[config.mk]
export PLATFORM = sky130hd
export DESIGN_NAME = wdog_dual_stage
export DESIGN_NICKNAME = d
export VERILOG_FILES = /design/src/rtl/wdog_pkg.sv /design/src/rtl/wdog_lock.sv /design/src/rtl/wdog_cfg.sv /design/src/rtl/wdog_core.sv /design/src/rtl/wdog_dual_stage.sv
export SDC_FILE = /design/constraint.sdc
export NUM_CORES = 1
export LEC_CHECK = 0
export BUFFER_PORTS_ARGS = -buffer_cell sky130_fd_sc_hd__buf_2
export CORE_UTILIZATION = 54
export DETAILED_ROUTE_END_ITERATION = 8
export GPL_TIMING_DRIVEN = 0
export PLACE_DENSITY_LB_ADDON = 0.15
export SLEW_MARGIN = 20
export SYNTH_ARGS = -nofsm -noshare
export SYNTH_HDL_FRONTEND = slang
export SYNTH_HIERARCHICAL = 1
export SYNTH_SLANG_ARGS = --single-unit
[constraint.sdc]
create_clock -name clk -period 3.85 [get_ports clk]
set_input_delay 0 -clock clk [delete_from_list [all_inputs] [get_ports clk]]
set_output_delay 0 -clock clk [all_outputs]
set_load 0.02 [all_outputs]
[src/rtl/wdog_pkg.sv]
package wdog_pkg;

  // Value that opens the register file for writing
  localparam logic [31:0] UNLOCK_KEY = 32'h1ACC_E551;

  typedef enum logic [2:0] {
    SEL_LOAD, SEL_COUNT, SEL_CTRL, SEL_CLEAR,
    SEL_RAW, SEL_MASKED, SEL_LOCK, SEL_NONE
  } reg_sel_e;

  typedef struct packed {
    logic rst_en;  // bit 1: second expiry may request reset
    logic run_en;  // bit 0: counter and interrupt enabled
  } ctrl_t;

  // Next count: writes first, then the running decrement with reload at zero.
  function automatic logic [31:0] next_count(
    input logic [31:0] cur,
    input logic [31:0] load_val,
    input logic [31:0] wdata,
    input logic        run,
    input logic        load_wr,
    input logic        clear_wr
  );
    if (load_wr)        return wdata;
    else if (clear_wr)  return load_val;
    else if (!run)      return cur;
    else if (cur == '0) return load_val;
    else                return cur - 32'd1;
  endfunction

endpackage

[src/rtl/wdog_lock.sv]
module wdog_lock #(
  parameter int unsigned DATA_W = 32
) (
  input  logic              clk,
  input  logic              rst_n,
  input  logic              lock_wr,
  input  logic [DATA_W-1:0] wdata,
  output logic              locked
);
  import wdog_pkg::*;

  localparam logic [DATA_W-1:0] KEY = DATA_W'(UNLOCK_KEY);

  always_ff @(posedge clk) begin
    if (!rst_n)       locked <= 1'b1;
    else if (lock_wr) locked <= (wdata != KEY);
  end
endmodule

[src/rtl/wdog_cfg.sv]
module wdog_cfg #(
  parameter int unsigned CNT_W = 32
) (
  input  logic             clk,
  input  logic             rst_n,
  input  logic             load_wr,
  input  logic             ctrl_wr,
  input  logic [CNT_W-1:0] load_wdata,
  input  logic [1:0]       ctrl_wdata,
  output logic [CNT_W-1:0] load_q,
  output wdog_pkg::ctrl_t  ctrl_q
);
  always_ff @(posedge clk) begin
    if (!rst_n) begin
      load_q <= '1;
      ctrl_q <= '0;
    end else begin
      if (load_wr) load_q <= load_wdata;
      if (ctrl_wr) ctrl_q <= wdog_pkg::ctrl_t'(ctrl_wdata);
    end
  end
endmodule

[src/rtl/wdog_core.sv]
module wdog_core #(
  parameter int unsigned CNT_W = 32
) (
  input  logic             clk,
  input  logic             rst_n,
  input  logic             run_en,
  input  logic             rst_en,
  input  logic [CNT_W-1:0] load_val,
  input  logic             load_wr,
  input  logic             clear_wr,
  input  logic [CNT_W-1:0] wdata,
  output logic [CNT_W-1:0] count_q,
  output logic             pend_q,
  output logic             rst_req_q,
  output logic             expire_ev
);
  import wdog_pkg::*;

  logic             at_zero;
  logic             reload_wr;
  logic [CNT_W-1:0] count_d;

  assign at_zero   = run_en && (count_q == '0);
  assign reload_wr = load_wr || clear_wr;
  // An expiry coinciding with a reloading write is dropped (write wins)
  assign expire_ev = at_zero && !reload_wr;

  assign count_d = CNT_W'(next_count(32'(count_q), 32'(load_val), 32'(wdata),
                                     run_en, load_wr, clear_wr));

  always_ff @(posedge clk) begin
    if (!rst_n) begin
      count_q   <= '1;
      pend_q    <= 1'b0;
      rst_req_q <= 1'b0;
    end else begin
      count_q <= count_d;
      if (clear_wr)       pend_q <= 1'b0;
      else if (expire_ev) pend_q <= 1'b1;
      if (expire_ev && pend_q && rst_en) rst_req_q <= 1'b1;
    end
  end
endmodule

[src/rtl/wdog_dual_stage.sv]
module wdog_dual_stage #(
  parameter int unsigned ADDR_W = 12,
  parameter int unsigned CNT_W  = 32
) (
  input  logic              clk,
  input  logic              rst_n,
  input  logic [ADDR_W-1:0] bus_addr,
  input  logic              bus_we,
  input  logic [CNT_W-1:0]  bus_wdata,
  output logic [CNT_W-1:0]  bus_rdata,
  output logic              irq_o,
  output logic              rst_req_o
);
  import wdog_pkg::*;

  localparam logic [ADDR_W-1:0] OFS_LOAD   = ADDR_W'(12'h000);
  localparam logic [ADDR_W-1:0] OFS_COUNT  = ADDR_W'(12'h004);
  localparam logic [ADDR_W-1:0] OFS_CTRL   = ADDR_W'(12'h008);
  localparam logic [ADDR_W-1:0] OFS_CLEAR  = ADDR_W'(12'h00C);
  localparam logic [ADDR_W-1:0] OFS_RAW    = ADDR_W'(12'h010);
  localparam logic [ADDR_W-1:0] OFS_MASKED = ADDR_W'(12'h014);
  localparam logic [ADDR_W-1:0] OFS_LOCK   = ADDR_W'(12'hC00);

  reg_sel_e         sel;
  logic             locked;
  logic             wr_ok;
  logic             ld_wr, ctl_wr, clr_wr, lk_wr;
  logic [CNT_W-1:0] load_val;
  ctrl_t            ctrl_q;
  logic             run_en, rst_en;
  logic [CNT_W-1:0] cnt_val;
  logic             pend;
  logic             exp_ev;

  always_comb begin
    case (bus_addr)
      OFS_LOAD:   sel = SEL_LOAD;
      OFS_COUNT:  sel = SEL_COUNT;
      OFS_CTRL:   sel = SEL_CTRL;
      OFS_CLEAR:  sel = SEL_CLEAR;
      OFS_RAW:    sel = SEL_RAW;
      OFS_MASKED: sel = SEL_MASKED;
      OFS_LOCK:   sel = SEL_LOCK;
      default:    sel = SEL_NONE;
    endcase
  end

  assign wr_ok  = bus_we && !locked;
  assign lk_wr  = bus_we && (sel == SEL_LOCK);
  assign ld_wr  = wr_ok && (sel == SEL_LOAD);
  assign ctl_wr = wr_ok && (sel == SEL_CTRL);
  assign clr_wr = wr_ok && (sel == SEL_CLEAR);

  wdog_lock #(.DATA_W(CNT_W)) lock_i (
    .clk     (clk),
    .rst_n   (rst_n),
    .lock_wr (lk_wr),
    .wdata   (bus_wdata),
    .locked  (locked)
  );

  wdog_cfg #(.CNT_W(CNT_W)) cfg_i (
    .clk        (clk),
    .rst_n      (rst_n),
    .load_wr    (ld_wr),
    .ctrl_wr    (ctl_wr),
    .load_wdata (bus_wdata),
    .ctrl_wdata (bus_wdata[1:0]),
    .load_q     (load_val),
    .ctrl_q     (ctrl_q)
  );

  assign run_en = ctrl_q.run_en;
  assign rst_en = ctrl_q.rst_en;

  wdog_core #(.CNT_W(CNT_W)) core_i (
    .clk       (clk),
    .rst_n     (rst_n),
    .run_en    (run_en),
    .rst_en    (rst_en),
    .load_val  (load_val),
    .load_wr   (ld_wr),
    .clear_wr  (clr_wr),
    .wdata     (bus_wdata),
    .count_q   (cnt_val),
    .pend_q    (pend),
    .rst_req_q (rst_req_o),
    .expire_ev (exp_ev)
  );

  assign irq_o = pend && run_en;

  always_comb begin
    case (sel)
      SEL_LOAD:   bus_rdata = load_val;
      SEL_COUNT:  bus_rdata = cnt_val;
      SEL_CTRL:   bus_rdata = CNT_W'(ctrl_q);
      SEL_RAW:    bus_rdata = CNT_W'(pend);
      SEL_MASKED: bus_rdata = CNT_W'(irq_o);
      SEL_LOCK:   bus_rdata = CNT_W'(locked);
      default:    bus_rdata = '0;
    endcase
  end
endmodule

==> results.toml <==
[cells_and_area]
drive_gt1_share_pct = 23.5
final_common_cell = "nand2_1"
layoutNonFillerInstCount = 761
fin_nets = 704
antenna_cells = 0
areaGrowthSynthToFinish_pct = 22.9
layout_common_cells = "nand2_1 (95), buf_2 (87), dfxtp_1 (69), mux2i_1 (65), nor2_1 (34)"

[logic_synthesis]
ys.flop_type = "dfxtp_1"
synthDistinctLibCells = 66
async_reset_ff_share_pct = 0
synth_cells = 532
ys_ff_latch = 69
synth-edff-count = 0
syn_nets = 581
syn-cell-area_um2 = 4460
yosysSeqAreaShare_pct = 31.0
syn_area_per_cell_um2 = 8.39
synth-warning-count = 6

[global_routing]
antenna_found_initial = 0
track_usage_pct = 34.5
grt_remaining_overflow = 0
grt_pass1_vias = 4308
grt_max_degree = 12
grt_pass1_wl_um = 22800

[timing]
fin_crit_ps = 2710
layout_worst_path_cycle_share_pct = 70.3
fmax_ghz = 0.370
maxSlewViolCount = 0
finClkSkew_ps = 12.5
rsz0062_at_grt = "no"
worst_slack_ps = 1140
setup_viol = 0
totalNegativeSetupSlack_ps = 0
relSlewSlack_pct = 43.0
hold_viol = 0
worstMarginPinSlew_ps = 850

[placed_design]
place_inst = 713
dp_slack_ps = 932
dp_hpwl_um = 10200
portBuffers = 79
globalplace.congestion = 0.982

[routing]
vias = 4666
postRouteAntennaNets = 0
drtPass1Iterations = 8
drcViolationCount = 0
drt-initial-drc-count = 453
viasPerCell = 6.13
wirelength_um = 14400
wl_per_cell_um = 18.9

[clocking]
clk_pin_slew_ps = 80
cts_max_path_buffers = 2
h-tree-depth = 3
clk_latency_ps = 340
cts_tree = "built"
cts.sinks = 69
cts_resized = 0
cts_buffers = 9
root_buffer = "clkbuf_8"

[critical_path]
rr_worst_depth = 7
r2r_setup_slack_ps = 1140
r2r_end = "core_i/count_q[26]$_SDFFE_PN1P_"
crit_chain = "clkbuf_1 > nor4_4 > nand4_1 > o31a_1 > nor2_1 > a221oi_1 > o21ai_0"
critical_path_class = "reg -> reg"
arrival_ps = 2950
slowest_delay_ps = 550
cp-start-kind = "flop"
regToRegStartpoint = "core_i/count_q[4]$_SDFFE_PN1P_"
cp.required_ps = 4090
crit_fanout = 9
cp-end-kind = "flop"
slowest_stage = "nor4_4"

[run]
cap_violations = 0

[floorplanning]
die_area_um2 = 8630
core_area_um2 = 7850
die_w_um = 92.9
die_y_um = 92.9
rows = 32
num_io_pins = 81
start_util_pct = 56.9

[min_path]
hold_path_class = "in -> reg"
holdPathEnd = "lock_i/locked$_SDFFE_PN1P_"
hold_depth = 5
hold_start = "bus_we"

[power]
p_leak_nw = 2.21
p_per_area_nw_per_um2 = 249
irDropWorstVdd_mv = 0.165

[status]
outcome = "finished, final reports clean"
==> through the flow <==
step                      utilization, %  hold WS, ps  instance area, um2  power (mW)
after floorplan                        -         91.9                4460       0.769
after global placement              63.5          229                4990       0.823
after detailed placement            63.6          232                4990       0.824
after CTS                           69.9          110                5490        1.36
after global routing                69.9          147                5490        1.41
final                               69.9          125                5490        1.37
==> worst max-delay path, delay by kind of cell, from the launching register on <==
kind,cells,cell delay (ps)
DFF,1,310
buffers and inverters,1,200
and+or+nand+nor,3,1330
AOI/OAI and AO/OA,3,760
==> worst max path at each step <==
stage                                     from                               to  slack, ps  depth (start not counted)
2_1_floorplan  core_i/count_q[15]$_SDFFE_PN1P_   core_i/count_q[2]$_SDFFE_PN1P_       1500                          8
3_3_place_gp        lock_i/locked$_SDFFE_PN1P_  core_i/count_q[28]$_SDFFE_PN1P_        970                          7
3_5_place_dp                       bus_addr[9]  core_i/count_q[26]$_SDFFE_PN1P_        930                         10
4_1_cts         core_i/count_q[4]$_SDFFE_PN1P_  core_i/count_q[26]$_SDFFE_PN1P_       1210                          7
5_1_grt         core_i/count_q[4]$_SDFFE_PN1P_  core_i/count_q[26]$_SDFFE_PN1P_        970                          7
6_report        core_i/count_q[4]$_SDFFE_PN1P_  core_i/count_q[26]$_SDFFE_PN1P_       1140                          7
==> cell usage after synthesis, types with 2 or more instances <==
cell type | number | area (um2)
nor4bb_1 | 3 | 30.0
a211o_1 | 2 | 17.5
nand4_1 | 10 | 62.6
buf_4 | 2 | 15.0
nor2b_1 | 4 | 25.0
nor3b_1 | 4 | 30.0
inv_1 | 6 | 22.5
o2111ai_1 | 6 | 52.6
nor4_4 | 3 | 63.8
nand3b_1 | 2 | 15.0
or4_1 | 3 | 22.5
a22oi_1 | 5 | 37.5
or3_1 | 8 | 50.1
nor3_1 | 15 | 75.1
nor4b_2 | 3 | 45.0
buf_6 | 6 | 67.6
mux2i_1 | 65 | 651
a32oi_1 | 5 | 43.8
ha_1 | 2 | 25.0
xnor2_1 | 14 | 123
a221oi_1 | 6 | 52.6
a211oi_1 | 3 | 22.5
buf_8 | 3 | 45.0
nand3_1 | 8 | 40.0
nor2_2 | 21 | 131
nor4_1 | 5 | 31.3
dfxtp_1 | 69 | 1380
clkbuf_1 | 14 | 52.6
nor2_1 | 34 | 128
buf_2 | 8 | 40.0
nand4b_1 | 3 | 26.3
xor2_1 | 8 | 70.1
nor4_2 | 2 | 25.0
nand2_1 | 95 | 357
a21oi_1 | 15 | 75.1
a221o_1 | 4 | 40.0
o22ai_1 | 10 | 62.6
o211ai_1 | 2 | 15.0
and3_1 | 2 | 12.5
o21ai_0 | 22 | 110
and2_1 | 3 | 18.8
a31oi_1 | 3 | 18.8
==> registers in the layout, indices dropped and copies added, names as in the netlist <==
| register | cells |
|---|---|
| cfg_i/ctrl_q | 2 |
| core_i/rst_req_q | 1 |
| lock_i/locked | 1 |
| core_i/count_q | 32 |
| core_i/pend_q | 1 |
| cfg_i/load_q | 32 |
==> routing by layer <==
layer	global-route usage (%)	up-vias	part of all wire (%)
met5	0	-	0
met4	13.8	0	2.5
met3	3.86	35	7.8
met2	55.9	237	46
met1	46.6	2205	43
li1	-	2189	-
==> layout make-up <==
| class | count | area, um2 |
|---|---|---|
| multi-input cells | 423 | 2840 |
| fillers | 687 | 2360 |
| flip-flops and latches | 69 | 1380 |
| repair buffers | 112 | 726 |
| plain buffers | 34 | 225 |
| clock buffers | 10 | 138 |
| well taps | 102 | 128 |
| clock inverters | 5 | 27.5 |
| inverters | 6 | 22.5 |
==> power by group <==
part | total, mW | leakage, nW | internal [mW] | switching [mW]
logic | 0.123 | 1.56 | 0.0584 | 0.0645
clock network | 0.529 | 0.0877 | 0.244 | 0.286
registers | 0.713 | 0.558 | 0.713 | 0.00000000000000284
total | 1.37 | 2.21 | 1.01 | 0.350
==> cells by family (layout without fill, tap and decap cells) <==
kind of cell,Yosys count,count (layout),synth area share (%)
flops,69,69,31.0
buf+inv,40,167,5.55
simple gates,242,242,29.7
compound gates,92,92,14.3
fa+ha+maj,2,2,0.561
mux,65,65,14.6
xor+xnor,22,22,4.32
==> what timing repair did <==
action / CTS / global route
endpoints found under the hold margin: 46 / 0
hold buffers: 33 / 0
buffers inserted: 0 / 0
Note: power is estimated with default switching activity, not from simulation.
